## config.mk

```make
export PLATFORM = sky130hd
export DESIGN_NAME = page_packer
export DESIGN_NICKNAME = d
export VERILOG_FILES = /design/src/rtl/pp_pkg.sv /design/src/rtl/pp_walker.sv /design/src/rtl/pp_gather.sv /design/src/rtl/page_packer.sv
export SDC_FILE = /design/constraint.sdc
export NUM_CORES = 1
export LEC_CHECK = 0
export BUFFER_PORTS_ARGS = -buffer_cell sky130_fd_sc_hd__buf_2
export CAP_MARGIN = 20
export CORE_ASPECT_RATIO = 1.4
export CORE_MARGIN = 2
export CORE_UTILIZATION = 46
export DETAILED_ROUTE_END_ITERATION = 8
export PLACE_DENSITY = 0.82
export RECOVER_POWER = 25
export REMOVE_ABC_BUFFERS = 1
export SETUP_SLACK_MARGIN = 0.1
export SYNTH_ARGS = -nofsm -noshare
export SYNTH_HDL_FRONTEND = slang
export SYNTH_SLANG_ARGS = --single-unit
export TNS_END_PERCENT = 30
```

## constraint.sdc

```tcl
create_clock -name clk -period 1.4 [get_ports clk]
set_input_delay 0.14 -clock clk [delete_from_list [all_inputs] [get_ports clk]]
set_output_delay 0.14 -clock clk [all_outputs]
set_load 0.03 [all_outputs]
```

## src/rtl/pp_pkg.sv

```systemverilog
package pp_pkg;
  // Tag carried alongside each pixel read until its word returns.
  typedef struct packed {
    logic       last;     // final read of the frame
    logic [2:0] bit_idx;  // row within the page
  } rd_tag_t;
endpackage

```

## src/rtl/pp_walker.sv

```systemverilog
module pp_walker #(
  parameter int COLS = 128,
  parameter int ROWS = 64,
  parameter int AW   = $clog2(COLS*ROWS)
) (
  input  logic              clk,
  input  logic              rst_n,
  input  logic              load_i,
  input  logic              issue_i,
  output logic [AW-1:0]     addr_o,
  output pp_pkg::rd_tag_t   tag_o,
  output logic              spent_o
);
  localparam int PAGES = ROWS / 8;
  localparam int XW    = (COLS > 1) ? $clog2(COLS) : 1;
  localparam int PW    = (PAGES > 1) ? $clog2(PAGES) : 1;

  logic [XW-1:0] x_q;
  logic [PW-1:0] p_q;
  logic [2:0]    i_q;
  logic          spent_q;
  logic          i_wrap, p_wrap, x_wrap;

  assign i_wrap = (i_q == 3'd7);
  assign p_wrap = (p_q == PW'(PAGES-1));
  assign x_wrap = (x_q == XW'(COLS-1));

  // Bit counter walks rows inside a page.
  always_ff @(posedge clk) begin
    if (!rst_n || load_i) i_q <= '0;
    else if (issue_i)     i_q <= i_q + 3'd1;
  end

  // Page counter; absent when the frame is a single page tall.
  generate
    if (PAGES > 1) begin : g_pages
      always_ff @(posedge clk) begin
        if (!rst_n || load_i) p_q <= '0;
        else if (issue_i && i_wrap) p_q <= p_wrap ? '0 : p_q + PW'(1);
      end
    end else begin : g_one_page
      assign p_q = '0;
    end
  endgenerate

  always_ff @(posedge clk) begin
    if (!rst_n || load_i) x_q <= '0;
    else if (issue_i && i_wrap && p_wrap && !x_wrap) x_q <= x_q + XW'(1);
  end

  always_ff @(posedge clk) begin
    if (!rst_n)       spent_q <= 1'b1;
    else if (load_i)  spent_q <= 1'b0;
    else if (issue_i && tag_o.last) spent_q <= 1'b1;
  end

  logic [AW-1:0] row;
  assign row           = AW'({p_q, i_q});
  assign addr_o        = row * AW'(COLS) + AW'(x_q);
  assign tag_o.bit_idx = i_q;
  assign tag_o.last    = i_wrap && p_wrap && x_wrap;
  assign spent_o       = spent_q;

  assert_addr_in_frame_R3: assert property (@(posedge clk) disable iff (!rst_n)
    issue_i |-> (int'(addr_o) < COLS*ROWS));
  assert_rows_in_order_R3: assert property (@(posedge clk) disable iff (!rst_n)
    (issue_i && !load_i && !tag_o.last) |=> (tag_o.bit_idx == $past(tag_o.bit_idx) + 3'd1));
endmodule

```

## src/rtl/pp_gather.sv

```systemverilog
module pp_gather #(
  parameter int PIX_W = 16
) (
  input  logic              clk,
  input  logic              rst_n,
  input  logic              rd_fire_i,
  input  pp_pkg::rd_tag_t   rd_tag_i,
  input  logic [PIX_W-1:0]  pix_i,
  input  logic              out_ready_i,
  output logic              out_valid_o,
  output logic [7:0]        out_data_o,
  output logic              out_last_o
);
  pp_pkg::rd_tag_t tag_q;
  logic            tag_v_q;
  logic [6:0]      acc_q;
  logic            lit;

  assign lit = |pix_i;

  // Tag follows the read by the memory latency.
  always_ff @(posedge clk) begin
    if (!rst_n) begin
      tag_v_q <= 1'b0;
      tag_q   <= '0;
    end else begin
      tag_v_q <= rd_fire_i;
      tag_q   <= rd_tag_i;
    end
  end

  always_ff @(posedge clk) begin
    if (!rst_n) acc_q <= '0;
    else if (tag_v_q && tag_q.bit_idx != 3'd7) acc_q[tag_q.bit_idx] <= lit;
  end

  // Output holding register: loads on the eighth bit, clears on accept.
  always_ff @(posedge clk) begin
    if (!rst_n) begin
      out_valid_o <= 1'b0;
      out_data_o  <= '0;
      out_last_o  <= 1'b0;
    end else if (tag_v_q && tag_q.bit_idx == 3'd7) begin
      out_valid_o <= 1'b1;
      out_data_o  <= {lit, acc_q};
      out_last_o  <= tag_q.last;
    end else if (out_ready_i) begin
      out_valid_o <= 1'b0;
    end
  end

  assert_hold_stable_R6: assert property (@(posedge clk) disable iff (!rst_n)
    (out_valid_o && !out_ready_i) |=> (out_valid_o && $stable(out_data_o) && $stable(out_last_o)));
  assert_no_overwrite_R6: assert property (@(posedge clk) disable iff (!rst_n)
    (tag_v_q && tag_q.bit_idx == 3'd7) |-> (!out_valid_o || out_ready_i));
endmodule

```

## src/rtl/page_packer.sv

```systemverilog
module page_packer #(
  parameter int COLS  = 128,
  parameter int ROWS  = 64,
  parameter int PIX_W = 16,
  localparam int AW   = $clog2(COLS*ROWS)
) (
  input  logic             clk,
  input  logic             rst_n,
  input  logic             start_i,
  output logic             mem_rd_o,
  output logic [AW-1:0]    mem_addr_o,
  input  logic [PIX_W-1:0] mem_data_i,
  output logic             out_valid_o,
  input  logic             out_ready_i,
  output logic [7:0]       out_data_o,
  output logic             out_dc_o,
  output logic             frame_done_o
);
  logic            running_q, done_q;
  logic            take_start, spent, out_free, issue;
  logic            out_last, accept_last;
  pp_pkg::rd_tag_t tag;

  assign take_start  = start_i && !running_q;
  assign out_free    = !out_valid_o || out_ready_i;
  assign issue       = running_q && !spent && out_free;
  assign accept_last = out_valid_o && out_ready_i && out_last;

  always_ff @(posedge clk) begin
    if (!rst_n) begin
      running_q <= 1'b0;
      done_q    <= 1'b0;
    end else begin
      done_q <= accept_last;
      if (take_start)       running_q <= 1'b1;
      else if (accept_last) running_q <= 1'b0;
    end
  end

  pp_walker #(.COLS(COLS), .ROWS(ROWS), .AW(AW)) u_walker (
    .clk     (clk),
    .rst_n   (rst_n),
    .load_i  (take_start),
    .issue_i (issue),
    .addr_o  (mem_addr_o),
    .tag_o   (tag),
    .spent_o (spent)
  );

  pp_gather #(.PIX_W(PIX_W)) u_gather (
    .clk         (clk),
    .rst_n       (rst_n),
    .rd_fire_i   (issue),
    .rd_tag_i    (tag),
    .pix_i       (mem_data_i),
    .out_ready_i (out_ready_i),
    .out_valid_o (out_valid_o),
    .out_data_o  (out_data_o),
    .out_last_o  (out_last)
  );

  assign mem_rd_o     = issue;
  assign out_dc_o     = 1'b1;
  assign frame_done_o = done_q;

  assert_stall_no_read_R6: assert property (@(posedge clk) disable iff (!rst_n)
    (out_valid_o && !out_ready_i) |-> !mem_rd_o);
  assert_done_pulse_R7: assert property (@(posedge clk) disable iff (!rst_n)
    frame_done_o |=> !frame_done_o);
  assert_done_after_last_R7: assert property (@(posedge clk) disable iff (!rst_n)
    frame_done_o |-> $past(out_valid_o && out_ready_i));
  assert_idle_quiet_R8: assert property (@(posedge clk) disable iff (!rst_n)
    !running_q |-> (!mem_rd_o && !out_valid_o));
endmodule

```

======== Word-level counts from Yosys, hierarchy flattened ========
Cells that the tools add are included.
storage, ports and cells
  register bits after elaboration ......... 38
  bits of input ports ..................... 20
operators by class
  add/sub/neg operators ................... 4
  magnitude comparators ................... 2
  equal/unequal tests ..................... 5
  muxes and demuxes ....................... 10
  reductions and logical operators ........ 25
operators by type and width
  operator             count
  $reduce_or 16->1     1
  $logic_and 1x1->1    14
  $add 13x7->13        1
  $eq 3x3->1 const B   3
  $add 7x1->7 const B  1
  $bwmux 7             1
  $eq 7x7->1 const B   1
  $mux 1               7
  $add 3x1->3 const B  2
  $reduce_bool 2->1    3
  $logic_not 1->1      5
  $lt 3x4->1 const B   1
  $demux 1 s3          1
  $ge 3x1->1 const B   1
  $mux 3               1
  $ne 3x3->1 const B   1
  $logic_or 1x1->1     2

======== Depth between registers and ports, before layout ========
  depth in word-level cells ............... 6
  depth in mapped cells ................... 6
  mapped depth without buffers ............ 5

======== By module ========
From an unflattened synthesis, not the netlist that was laid out.
unflattened totals
  cells, all modules ...................... 175
  area total of the unflattened synthesis .. 1,722.9 um2
modules (own cells, without submodules)
  module       instances  cells each  area an instance (um2)
  pp_gather    1          88          863.3
  pp_walker    1          77          758.2
  page_packer  1          10          101.3

======== Worst setup path before layout ========
OpenSTA, ideal clock, no wires.
  kind .................................... register to register
  start point ............................. reg u_walker.p_q[0]
  end point ............................... reg u_walker.x_q[3]
  arrival time ............................ 1.648 ns
  required time ........................... 1.329 ns
  slack ................................... -0.319 ns
  cell stages (with the launch flop) ...... 6
  path buffers ............................ 0
  clock period less this slack ............ 1.719 ns
  cell sequence ........................... dfxtp_1 ha_1 ha_1 nand4_2 or4_1 a21oi_1
between the ends
  longest elaborated chain between the ends .. 3
RTL lines
  item                            RTL line         RTL
  start, declared                 pp_walker.sv:19  logic [PW-1:0] p_q;
  start signal, assigned          pp_walker.sv:39  else if (issue_i && i_wrap) p_q <= p_wrap ? '0 : p_q + PW'(1);
  $eq 3x3->1                      pp_walker.sv:25  assign p_wrap = (p_q == PW'(PAGES-1));
  $logic_and 1x1->1 (2 in a row)  pp_walker.sv:48  else if (issue_i && i_wrap && p_wrap && !x_wrap) x_q <= x_q + XW'(1);
  end signal, assigned            pp_walker.sv:48
  end, declared                   pp_walker.sv:18  logic [XW-1:0] x_q;
No other way between the ends.
A chain may end at the register's enable or synchronous reset.

======== Final worst setup path ========
  start point ............................. reg u_walker.p_q[0]
  end point ............................... reg u_walker.x_q[2]
Same word-level chain as after synthesis.

==> flow_metrics.env <==
export IMPL_status="complete, but fails checks"
export IMPL_violations="negative setup slack"
export IMPL_synth_seq_cells=38
export IMPL_ys_async_sr_fraction=0
export IMPL_final_cells=290
export IMPL_area_sequential_um2=772
export IMPL_criticalPathCategory="reg2reg"
export IMPL_ir_drop_v=0.00135
export IMPL_grt_antenna_before_repair=0
export IMPL_grt_ovfl_total=0
export IMPL_fp_coreArea_um2=3350
export IMPL_hold_class="in2reg"
export IMPL_ys_warn_count=0
export IMPL_port_buffers=43
export IMPL_r2r_setup_slack_ns=-0.12
export IMPL_period_minus_slack_ns=1.52
export IMPL_clock_skew_ns=0.00238
export IMPL_place_hpwl_um=2480
export IMPL_synth_area_leaders="dfxtp_1, nand2_1, a21oi_1, mux2i_1, ha_1"
export IMPL_grt_pass1_wl_um=6600
export IMPL_synth_main_ff_cell="dfxtp_1"
export IMPL_critPathLaunch="u_walker.p_q[0]$_SDFFE_PP0P_"
export IMPL_area_delta_synth_final_pct=47.8
export IMPL_die_x_um=53.8
export IMPL_synth_top_area_frac=0.476
export IMPL_wl_um=4130
export IMPL_yosysUniqueCellTypes=37
export IMPL_grt_total_usage=0.229
export IMPL_reg2reg_depth=5
export IMPL_rsz0062_at_grt="yes"
export IMPL_cp_data_arrival_time_ns=1.73
export IMPL_vias=1511
export IMPL_fillers=243
export IMPL_power_w=0.00234
export IMPL_start_util=0.477
export IMPL_grt_pass1_vias=1413
export IMPL_die_area_um2=3970
export IMPL_die_y_um=73.7
export IMPL_cts_sinks=38
export IMPL_drive_gt1_frac=0.440
export IMPL_io_pins=45
export IMPL_wl_per_cell_um=14.2
export IMPL_cts_buffer_depth=2
export IMPL_numCtsBuffers=5
export IMPL_grt_max_degree=17
export IMPL_timing_slew_headroom=0.645
export IMPL_clock_latency_ns=0.29
export IMPL_rr_startpoint="u_walker.p_q[0]$_SDFFE_PP0P_"
export IMPL_placementRows=25
export IMPL_syn_inst=177
export IMPL_clk_pin_slew_ns=0.07
export IMPL_multiInputGateArea_um2=903
export IMPL_h_tree_depth=2
export IMPL_place_gp_congestion=0.853
export IMPL_synth_top_area_cell="dfxtp_1"
export IMPL_timing_fmax_mhz=657
export IMPL_drv_slew=0
export IMPL_routed_via_density=5.21
export IMPL_critPathMaxFanout=7
export IMPL_r2r_end="u_walker.x_q[2]$_SDFFE_PP0P_"
export IMPL_critPathCapture="u_walker.x_q[2]$_SDFFE_PP0P_"
export IMPL_cp_start_kind="register"
export IMPL_hold_buffers=0
export IMPL_leakage_nw=0.944
export IMPL_ys_seq_area_frac=0.476
export IMPL_antennaDiodeCount=0
export IMPL_clockRootBuffer="clkbuf_8"
export IMPL_drtIter0Drc=21
export IMPL_p_per_area_nw_per_um2=992
export IMPL_num_nets_final=274
export IMPL_cts_tree="yes"
export IMPL_cap_violations=0
export IMPL_synth_edf_count=0
export IMPL_synth_area_um2=1600
export IMPL_worst_slack_ns=-0.122
export IMPL_critPathRequiredTime_ns=1.61
export IMPL_endpoint_kind="register"
export IMPL_hold_violations=0
export IMPL_antenna_left=0
export IMPL_dr_pass1_iters=4
export IMPL_period_share=1.09
export IMPL_holdWs_ns=0.121
export IMPL_dpl_cell_count=275
export IMPL_drc=0
export IMPL_syn_area_per_cell_um2=9.03
export IMPL_worst_pin_slew_ns=0.531
export IMPL_setup_viol=9
cells in the final DEF, fill, tap and decap left out, types with 3 or more instances in the layout:
cell	netlist	final
nand2_1	24	24
nor2_1	14	13
inv_1	3	3
mux2i_1	8	8
ha_4	0	5
and2_1	5	5
buf_4	4	29
nand3_1	8	6
a21oi_1	17	14
buf_2	4	35
clkbuf_8	0	6
nor4_1	4	4
buf_6	0	4
clkbuf_1	4	7
dfxtp_1	38	29
dfxtp_2	0	9
a21oi_2	0	3
stage by stage:
| step | util | area, µm² | worst slack, ns | TNS, ns |
|---|---|---|---|---|
| 2_1_floorplan | - | 1530 | -0.470 | -2.96 |
| 3_3_place_gp | 0.598 | 2000 | -0.155 | -0.922 |
| 3_5_place_dp | 0.598 | 2000 | -0.210 | -1.34 |
| 4_1_cts | 0.687 | 2300 | -0.0961 | -0.465 |
| 5_1_grt | 0.706 | 2360 | -0.188 | -1.40 |
| 6_report | 0.706 | 2360 | -0.122 | -0.734 |
registers in the layout, summed over array words and instances, names as in the netlist:
name                  cells
running_q                 1
u_walker.x_q              7
u_walker.spent_o          1
u_gather.out_last_o       1
u_walker.i_q              3
u_gather.out_data_o       8
u_gather.out_valid_o      1
frame_done_o              1
u_gather.acc_q            7
u_gather.tag_v_q          1
u_gather.tag_q            4
u_walker.p_q              3
how the worst min path moves through the flow:
| stage | start | endpoint | slack, ns | cells past startpoint |
|---|---|---|---|---|
| after floorplan | rst_n | u_walker.spent_o$_SDFFE_PN1P_ | 0.22 | 1 |
| after CTS | out_ready_i | frame_done_o$_SDFF_PN0_ | 0.12 | 3 |
| after global routing | rst_n | u_walker.spent_o$_SDFFE_PN1P_ | 0.14 | 2 |
| final | out_ready_i | frame_done_o$_SDFF_PN0_ | 0.12 | 3 |
| after detailed placement | rst_n | u_walker.spent_o$_SDFFE_PN1P_ | 0.43 | 2 |
| after global placement | rst_n | u_walker.spent_o$_SDFFE_PN1P_ | 0.42 | 2 |
layer usage:
metal	wire, µm	vias up	track usage	share of wire
li1	-	770	-	-
met1	1750	697	0.270	0.42
met2	2080	32	0.375	0.50
met3	164	12	0.0610	0.040
met4	135	0	0.111	0.033
met5	0	-	0	0
cell type report:
cell class                      count  share of cell area
Clock buffer                        6              0.0350
Clock inverter                      2              0.0254
Inverter                            3             0.00477
Multi-Input combinational cell    124               0.382
Sequential cell                    38               0.327
Tap cell                           40              0.0212
Timing Repair Buffer               77               0.204
critical path, stage by stage (launching register included):
cell and delay, ns:
dfxtp_2 0.36, ha_4 0.14, ha_4 0.13, nand4_4 0.15, or4_1 0.50, a21oi_1 0.16
report_power, final:
part	switching [W]	internal [W]	leakage [nW]
combinational	0.0000555	0.0000444	0.561
clock	0.000387	0.000760	0.0714
sequential	0.00000755	0.00109	0.311
total	0.000450	0.00189	0.944
repair_timing:
action                     in CTS  in global routing
gates resized for setup        27                 17
setup endpoints to repair      13                 15
cloned                          1                  0
pin swaps                      11                  5
buffers inserted                4                  2
kinds of logic after synthesis:
family | share of synthesized area
fa+ha+maj | 0.0392
xor+xnor | 0.00548
buf+inv | 0.0478
compound gates | 0.109
simple gates | 0.270
flops | 0.476
mux | 0.0501
other cells | 0.00235
synthesized netlist by cell type (all sizes together) (4+ instances only):
library cell   n
a21oi         17
and2           6
buf            8
clkbuf         4
dfxtp         38
ha             5
mux2i          8
nand2         24
nand3          8
nor2          14
nor4           4
(Power assumes the default switching activity.)
